$ cat src/rtl/spi_ws_pkg.sv
package spi_ws_pkg;
   typedef enum logic [2:0] {
      ST_IDLE,
      ST_LOAD,
      ST_SHIFT,
      ST_PUSH,
      ST_DONE
   } ws_state_e;
endpackage

$ cat src/rtl/spi_ws_prescaler.sv
// Half-period tick generator: one tick every (div+1) cycles while run is high.
module spi_ws_prescaler #(
   parameter int DIV_W = 8
) (
   input  logic             clk,
   input  logic             rst_n,
   input  logic             run,
   input  logic [DIV_W-1:0] div,
   output logic             tick
);
   logic [DIV_W-1:0] cnt;

   always_ff @(posedge clk or negedge rst_n) begin
      if (!rst_n)           cnt <= '0;
      else if (!run)        cnt <= div;
      else if (cnt == '0)   cnt <= div;
      else                  cnt <= cnt - 1'b1;
   end

   assign tick = run && (cnt == '0);
endmodule

$ cat src/rtl/spi_ws_edgeseq.sv
// Counts sclk edges within a word and classifies each as sample or shift.
module spi_ws_edgeseq #(
   parameter int EDGE_W = 5
) (
   input  logic              clk,
   input  logic              rst_n,
   input  logic              run,
   input  logic              tick,
   input  logic              cpha,
   input  logic [EDGE_W-1:0] last_idx,
   output logic              sample,
   output logic              shift,
   output logic              last,
   output logic              phase
);
   logic [EDGE_W-1:0] eidx;

   always_ff @(posedge clk or negedge rst_n) begin
      if (!rst_n)     eidx <= '0;
      else if (!run)  eidx <= '0;
      else if (tick)  eidx <= eidx + 1'b1;
   end

   assign phase  = eidx[0];
   assign sample = tick && (eidx[0] == cpha);
   assign shift  = tick && (eidx[0] != cpha) && (eidx != '0);
   assign last   = tick && (eidx == last_idx);
endmodule

$ cat src/rtl/spi_ws_shifter.sv
// Transmit and receive shift registers, MSB first.
module spi_ws_shifter #(
   parameter int DATA_WIDTH = 8
) (
   input  logic                  clk,
   input  logic                  rst_n,
   input  logic                  load,
   input  logic [DATA_WIDTH-1:0] load_word,
   input  logic                  shift,
   input  logic                  sample,
   input  logic                  sdi,
   output logic                  tx_msb,
   output logic [DATA_WIDTH-1:0] rx_word
);
   logic [DATA_WIDTH-1:0] tx_sr;

   always_ff @(posedge clk or negedge rst_n) begin
      if (!rst_n) begin
         tx_sr   <= '0;
         rx_word <= '0;
      end else if (load) begin
         tx_sr   <= load_word;
         rx_word <= '0;
      end else begin
         if (shift)  tx_sr   <= {tx_sr[DATA_WIDTH-2:0], 1'b0};
         if (sample) rx_word <= {rx_word[DATA_WIDTH-2:0], sdi};
      end
   end

   assign tx_msb = tx_sr[DATA_WIDTH-1];
endmodule

$ cat src/rtl/spi_word_shifter.sv
module spi_word_shifter #(
   parameter int DATA_WIDTH    = 8,
   parameter int CNT_W         = 8,
   parameter int DIV_W         = 8,
   parameter int LEN_W         = 8,
   parameter bit HAS_PRESCALER = 1'b1
) (
   input  logic                  clk,
   input  logic                  rst_n,
   input  logic                  start,
   input  logic                  rd_en,
   input  logic                  wr_en,
   input  logic [CNT_W-1:0]      word_cnt,
   input  logic [LEN_W-1:0]      bit_len,
   input  logic [DIV_W-1:0]      clk_div,
   input  logic                  cpol,
   input  logic                  cpha,
   input  logic                  three_wire_cfg,
   input  logic [DATA_WIDTH-1:0] wr_data,
   input  logic                  wr_valid,
   output logic                  wr_ready,
   output logic [DATA_WIDTH-1:0] rd_data,
   output logic                  rd_valid,
   input  logic                  rd_ready,
   input  logic                  sdi,
   output logic                  sclk,
   output logic                  sdo,
   output logic                  sdo_t,
   output logic                  three_wire,
   output logic                  done
);
   import spi_ws_pkg::*;

   localparam int EDGE_W = $clog2(2 * DATA_WIDTH) + 1;

   if (DATA_WIDTH < 2) begin : g_bad_width
      $error("spi_word_shifter: DATA_WIDTH must be at least 2");
   end
   if (CNT_W < 1 || DIV_W < 1 || LEN_W < 1) begin : g_bad_fields
      $error("spi_word_shifter: field widths must be positive");
   end

   ws_state_e         state;
   logic              rd_q, wr_q, cpol_q, cpha_q, tw_q;
   logic [CNT_W-1:0]  left_q;
   logic [DIV_W-1:0]  div_q;
   logic [EDGE_W-1:0] last_q, last_d;
   logic              run, tick, sample, shift, last, phase;
   logic              load, tx_msb;

   // effective length
   always_comb begin
      if (bit_len == '0 || 32'(bit_len) > DATA_WIDTH)
         last_d = EDGE_W'(2 * DATA_WIDTH - 1);
      else
         last_d = EDGE_W'(32'(bit_len) * 2 - 1);
   end

   // settings follow the pins while idle, frozen once a burst starts
   always_ff @(posedge clk or negedge rst_n) begin
      if (!rst_n) begin
         rd_q <= 1'b0;  wr_q <= 1'b0;  cpol_q <= 1'b0;  cpha_q <= 1'b0;
         tw_q <= 1'b0;  div_q <= '0;   last_q <= '0;
      end else if (state == ST_IDLE) begin
         rd_q <= rd_en;  wr_q <= wr_en;  cpol_q <= cpol;  cpha_q <= cpha;
         tw_q <= three_wire_cfg;  div_q <= clk_div;  last_q <= last_d;
      end
   end

   always_ff @(posedge clk or negedge rst_n) begin
      if (!rst_n) begin
         state  <= ST_IDLE;
         left_q <= '0;
      end else begin
         unique case (state)
            ST_IDLE: if (start) begin
               state  <= ST_LOAD;
               left_q <= word_cnt;
            end
            ST_LOAD: if (load) state <= ST_SHIFT;
            ST_SHIFT: if (last) begin
               if (rd_q)                state <= ST_PUSH;
               else if (left_q == '0)   state <= ST_DONE;
               else begin
                  state  <= ST_LOAD;
                  left_q <= left_q - 1'b1;
               end
            end
            ST_PUSH: if (rd_ready) begin
               if (left_q == '0) state <= ST_DONE;
               else begin
                  state  <= ST_LOAD;
                  left_q <= left_q - 1'b1;
               end
            end
            ST_DONE: state <= ST_IDLE;
            default: state <= ST_IDLE;
         endcase
      end
   end

   assign run  = (state == ST_SHIFT);
   assign load = (state == ST_LOAD) && (!wr_q || wr_valid);

   if (HAS_PRESCALER) begin : g_presc
      spi_ws_prescaler #(.DIV_W(DIV_W)) i_presc (
         .clk(clk), .rst_n(rst_n), .run(run), .div(div_q), .tick(tick)
      );
   end else begin : g_nopresc
      assign tick = run;
   end

   spi_ws_edgeseq #(.EDGE_W(EDGE_W)) i_edges (
      .clk(clk), .rst_n(rst_n), .run(run), .tick(tick), .cpha(cpha_q),
      .last_idx(last_q), .sample(sample), .shift(shift), .last(last),
      .phase(phase)
   );

   spi_ws_shifter #(.DATA_WIDTH(DATA_WIDTH)) i_shift (
      .clk(clk), .rst_n(rst_n), .load(load),
      .load_word(wr_q ? wr_data : '0), .shift(shift), .sample(sample),
      .sdi(sdi), .tx_msb(tx_msb), .rx_word(rd_data)
   );

   assign wr_ready   = (state == ST_LOAD) && wr_q;
   assign rd_valid   = (state == ST_PUSH);
   assign sclk       = cpol_q ^ phase;
   assign sdo        = wr_q && run && tx_msb;
   assign sdo_t      = !(wr_q && state != ST_IDLE);
   assign three_wire = tw_q;
   assign done       = (state == ST_DONE);
endmodule

$ cat config.mk
export PLATFORM = sky130hd
export DESIGN_NAME = spi_word_shifter
export DESIGN_NICKNAME = d
export VERILOG_FILES = /design/src/rtl/spi_ws_pkg.sv /design/src/rtl/spi_ws_prescaler.sv /design/src/rtl/spi_ws_edgeseq.sv /design/src/rtl/spi_ws_shifter.sv /design/src/rtl/spi_word_shifter.sv
export SDC_FILE = /design/constraint.sdc
export NUM_CORES = 1
export LEC_CHECK = 0
export CAP_MARGIN = 20
export CORE_MARGIN = 3
export CORE_UTILIZATION = 60
export DETAILED_ROUTE_END_ITERATION = 8
export DONT_BUFFER_PORTS = 1
export GPL_ROUTABILITY_DRIVEN = 0
export HOLD_SLACK_MARGIN = 0.1
export PLACE_DENSITY = 0.76
export SYNTH_ARGS = -nofsm -noshare
export SYNTH_HDL_FRONTEND = slang
export SYNTH_SLANG_ARGS = --single-unit
$ cat constraint.sdc
create_clock -name clk -period 2.75 [get_ports clk]
set_input_delay 0.55 -clock clk [delete_from_list [all_inputs] [get_ports clk]]
set_output_delay 0.55 -clock clk [all_outputs]
set_load 0.01 [all_outputs]
## Word level (Yosys, flattened, before mapping)

Index checks and enable logic that the tools add are counted.
W data, S select, Z words.

- Equality and inequality tests: 13
- Muxes and demuxes: 23
- Add/subtract/negate cells: 4
- $lt $le $gt $ge: 1
- Bitwise logic cells: 1
- Reductions and logical operators: 25

Operators by type and width:

| kind | count |
|---|---|
| $mux W8 | 12 |
| $logic_not A8 Y1 | 3 |
| $pmux W8 S3 | 1 |
| $mux W3 | 6 |
| $sub A8 B1 Y8 const B | 2 |
| $mux W5 | 3 |
| $pmux W3 S4 | 1 |
| $logic_and A1 B1 Y1 | 10 |
| $gt A8 B4 Y1 const B | 1 |
| $ne A2 B1 Y1 const B | 4 |
| $eq A3 B2 Y1 const B | 2 |
| $reduce_bool A3 Y1 | 2 |
| $add A5 B1 Y5 const B | 1 |
| $eq A5 B5 Y1 | 1 |
| $reduce_and A5 Y1 | 1 |
| $reduce_bool A5 Y1 | 1 |
| $sub A5 B1 Y5 const B | 1 |
| $ne A2 B2 Y1 const B | 2 |
| $reduce_and A4 Y1 | 1 |
| $reduce_bool A2 Y1 | 2 |
| $eq A3 B1 Y1 const B | 1 |
| $eq A3 B3 Y1 const B | 1 |
| $logic_not A3 Y1 | 1 |
| $logic_not A1 Y1 | 2 |
| 4 further kinds | 5 |

- Output and inout bits: 15
- Register bits: 58
- Logic and storage cells: 80
- Bits of input ports: 43

## Depth between registers and ports, before layout

- Word-level depth: 6
- Mapped depth: 9
- Gate-level depth less buffers: 7

## Hierarchy

Synthesis repeated with hierarchy kept, for this count alone.

- Cell total of the unflattened synthesis: 329
- Area total of the unflattened synthesis: 3,195.6 sq um

Modules (own cells, without submodules):

| module | area each (sq um) | instances | cells each | sequential area each (sq um) |
|---|---|---|---|---|
| spi_word_shifter | 1,645.3 | 1 | 184 | 725.7 |
| spi_ws_shifter | 705.7 | 1 | 60 | 400.4 |
| spi_ws_prescaler | 471.7 | 1 | 48 | 200.2 |
| spi_ws_edgeseq | 372.9 | 1 | 37 | 125.1 |

## Worst setup path before layout

Ideal clock, no wire load.

- Kind: register to register
- Start: reg state[1]
- End: reg left_q[2]
- Stages on the path, launching flop included: 8
- Data required time: 2.627 ns
- Period minus slack after synthesis: 2.042 ns
- Library setup time: 0.123 ns
- Path buffers: 2
- Path slack: 0.708 ns
- Arrival: 1.919 ns
- Path through: dfrtp_1 -> buf_6 -> or4b_4 -> o31a_4 -> a41o_1 -> or2_0 -> buf_2 -> o221a_1

- Longest elaborated chain between the ends: 5
- Elaborated cells on any way between the ends: 12
- Classes of those cells: 6 x eq/ne; 1 x mux; 5 x reduce/logical

RTL lines:

| element | line | text |
|---|---|---|
| from (decl) | spi_word_shifter.sv:43 | `ws_state_e state;` |
| from (signal assigned) | spi_word_shifter.sv:72 | `state <= ST_IDLE;` |
| from (signal assigned) | spi_word_shifter.sv:77 | `state <= ST_LOAD;` |
| from (signal assigned) | spi_word_shifter.sv:80 | `ST_LOAD: if (load) state <= ST_SHIFT;` |
| $eq A3 B2 Y1 | spi_word_shifter.sv:75, spi_word_shifter.sv:102 |  |
| $logic_and A1 B1 Y1 | spi_ws_prescaler.sv:20 | `assign tick = run && (cnt == '0);` |
| $logic_and A1 B1 Y1 | spi_ws_edgeseq.sv:27 | `assign last = tick && (eidx == last_idx);` |
| $ne A2 B1 Y1 (no source line) | n/a |  |
| $reduce_and A5 Y1 (no source line) | n/a |  |
| to (signal assigned) | spi_word_shifter.sv:78 | `left_q <= word_cnt;` |
| to (signal assigned) | spi_word_shifter.sv:86 | `left_q <= left_q - 1'b1;` |
| to (signal assigned) | spi_word_shifter.sv:93 | `left_q <= left_q - 1'b1;` |
| to (decl) | spi_word_shifter.sv:45 | `logic [CNT_W-1:0] left_q;` |

Several ways; a longest one is shown, not always the timed one.
A chain may end at the register's enable or synchronous reset.

## Worst setup path in the final report

- Start: reg g_presc.i_presc.cnt[2]
- End: reg left_q[3]

- Longest elaborated chain between the ends: 5

RTL lines:

| element | line | text |
|---|---|---|
| from (decl) | spi_ws_prescaler.sv:11 | `logic [DIV_W-1:0] cnt;` |
| from (signal assigned) | spi_ws_prescaler.sv:15 | `else if (!run) cnt <= div;` |
| from (signal assigned) | spi_ws_prescaler.sv:16 | `else if (cnt == '0) cnt <= div;` |
| from (signal assigned) | spi_ws_prescaler.sv:17 | `else cnt <= cnt - 1'b1;` |
| $logic_not A8 Y1 | spi_ws_prescaler.sv:20 |  |
| $logic_and A1 B1 Y1 | spi_ws_prescaler.sv:20 |  |
| $logic_and A1 B1 Y1 | spi_ws_edgeseq.sv:27 |  |
| $ne A2 B1 Y1 (no source line) | n/a |  |
| $reduce_and A5 Y1 (no source line) | n/a |  |

No other way between the ends.

==> run metrics <==
CP arrival 2.60 ns; CP endpoint kind flop; status finished clean; critical path peak fanout 13; Final #Nets 358; worst r2r src g_presc.i_presc.cnt[2]; Worst Hold Class in2reg; DRC 0; Least-Margin Pin Slew 0.885 ns; die height 76.9 µm; vias per cell 5.82; hpwl dp 4.12 mm; PortBufs 0; critical-path cell list nor4_1 > and3_1 > a31oi_2 > or2_0 > o22a_1; cell family with most CP delay simple AND/OR/NAND/NOR gates; top cell type's share of synthesized area 48.1%; postcts setup bufs 0; fin crit share 86.6%; Crit-path slowest cell or2_0; Clock Latency Late Sink 0.33 ns; worst hold start bit_len[0]; skew final 0.00695 ns; Slew headroom 40.8%; Layout area overhead 9.74%; Initial Util 63.1%; post-route ant nets 0; proportion of layout cells with a drive suffix above 1 11.8%; CTS tree done; Post-Synthesis Cell Area 3020 µm²; ranking of synthesized cells by area dfrtp_1 (48%), nor2_1 (4.2%), mux2_2 (4.1%), mux2i_1 (4.0%), xor2_1 (3.5%); Total Wirelength 6.10 mm; routed length per instance 16.0 µm; CP peak stage delay 0.44 ns; vias 2210; EDFF count, synth 0; Iter 0 DRT Violations 187; Peak Freq 420 MHz; largest net degree at the start of global routing 59; final hold violation count 0; Async SR Flop Fraction 100%; Netlist cell types 48; CTS buffer count 9; total gr overflow 0; register area share after synthesis 48.1%; initial antenna violation count 0; # fillers 377; Clock Sinks 58; global-route wire length before repair 10.6 mm; die width 76.9 µm; Mapped Nets 361; leading area contributor after synthesis dfrtp_1; CTS H-tree depth 3; Pleak 1.44 nW; root buffer cell clkbuf_8; top_reg_cell synth dfrtp_1; cell count after synthesis 311; Hold WS 0.298 ns; # rows 25; Tot GR Track Use 22.8%; placed cells 362; CP Class reg2reg; setup TNS 0 ns; Clock transition at path regs 0.06 ns; synthesis-stage register bit count 58; Finished Layout Cells 380; vias in the first global route 2239; RSZ-0062 raised after global routing no; final max-slew violation count 0; I/O pin count 58; max cap viols 0; Critical Path Source Type flop; fin crit period 2.38 ns; Yosys warnings 0; die area 5920 µm²; Detailed Routing Iterations Pass 1 5; Power Dens Cells 1060 nW/µm²; VDD IR max 0.696 mV; Setup-failing EPs final 0; core region area 4790 µm²; launch point of the worst path g_presc.i_presc.cnt[2]; r2r setup slk 0.37 ns; clock tree buffer depth 2; Worst EP required 2.97 ns; CP bufs+invs 0; Avg Inst Size Synth 9.70 µm²; diode count 0
==> timing repair <==
item | in CTS | in global routing
resized for setup | 0 | 1
endpoints found under the hold margin | 58 | 0
hold buffers | 2 | 0
endpoints found under the setup margin | 0 | 2
==> stage by stage <==
stage	power, mW	cell area (µm²)	utilization (%)	setup slack, ns
after floorplan	2.37	3020	-	0.708
after global placement	2.58	3050	63.7	0.358
after detailed placement	2.62	3050	63.7	0.285
after CTS	3.52	3310	69.1	0.252
after global routing	3.77	3310	69.2	0.0890
final	3.50	3310	69.2	0.368
==> sequential cells by signal (all words and copies together), names as in the netlist <==
name and flops:
cpha_q 1, cpol_q 1, div_q 8, g_presc.i_presc.cnt 8
i_edges.eidx 5, i_shift.rx_word 8, i_shift.tx_sr 8, last_q 5
left_q 8, rd_q 1, state 3, three_wire 1
wr_q 1
==> cell type report <==
class                      instances  area (µm²)  share of cell area (%)
tap                               67        83.8                    2.53
timing repair buffer               6        67.6                    2.04
sequential                        58        1450                    43.8
clock inverter                     5        77.6                    2.34
multi-input combinational        223        1450                    43.9
inverter                          10        37.5                    1.13
clock buffer                      11         141                    4.27
==> cells in the final DEF, fill, tap and decap left out, types with 3 or more instances in the layout <==
master / netlist / final
nor2b_1: 5 / 5
nand2_1: 25 / 25
dfrtp_1: 58 / 58
and3_1: 6 / 6
nor4_1: 3 / 3
o21ai_1: 15 / 15
nand4_1: 3 / 3
xnor2_1: 7 / 7
nand2b_1: 4 / 4
clkbuf_8: 0 / 10
a21oi_1: 16 / 16
a211oi_1: 3 / 3
o31ai_1: 5 / 5
ha_1: 7 / 7
mux2i_1: 12 / 12
nand3_1: 16 / 16
buf_4: 0 / 4
nor3_1: 6 / 5
o21ai_0: 3 / 3
a31oi_1: 4 / 3
nor2_1: 34 / 34
xor2_1: 12 / 12
mux2_2: 11 / 11
inv_1: 10 / 10
==> per-layer routing <==
metal / share of wire, % / track usage [%] / routed length, µm / vias up
met5: 0 / 0 / 0 / -
met4: 2.6 / 12.9 / 157 / 0
met3: 4.9 / 4.81 / 296 / 16
met1: 46 / 31.7 / 2780 / 1046
li1: - / - / - / 1082
met2: 47 / 33.1 / 2870 / 66
==> synthesized netlist by cell type, types with 4 or more instances <==
library cell and instances:
nand3_1 16, a21oi_1 16, dfrtp_1 58, xnor2_1 7
clkbuf_1 14, nor2_1 34, ha_1 7, nor3_1 6
mux2_2 11, inv_1 10, o21ai_1 15, o31ai_1 5
a31oi_1 4, and3_1 6, nand2b_1 4, nor2b_1 5
xor2_1 12, buf_2 4, nand2_1 25, mux2i_1 12
==> worst reg2reg max path, delay by kind of cell (launching register included) <==
kind	cells	cell delay, ns
simple gates	3	1.28
flops	1	0.41
compound gates	2	0.57
==> final timing paths <==
path,cells after the start,end
setup / recovery,5,left_q[3]
hold / removal,1,last_q[1]
setup reg to reg,5,left_q[3]
hold reg to reg,1,last_q[0]
max in group asynchronous,2,i_edges.eidx[0]
min in group asynchronous,2,i_edges.eidx[3]
==> cells by family after synthesis <==
| group | count (synthesis) | synth area share, % |
|---|---|---|
| buf+inv | 30 | 4.15 |
| compound gates | 58 | 12.1 |
| xor+xnor | 19 | 5.51 |
| flops | 58 | 48.1 |
| mux | 24 | 8.46 |
| fa+ha+maj | 7 | 2.90 |
| simple gates | 115 | 18.7 |
==> power breakdown <==
group	switching, mW	internal [mW]
clock	0.332	0.532
sequential	0.268	1.14
combinational	0.691	0.543
Note: power is estimated with default switching activity, not from simulation.
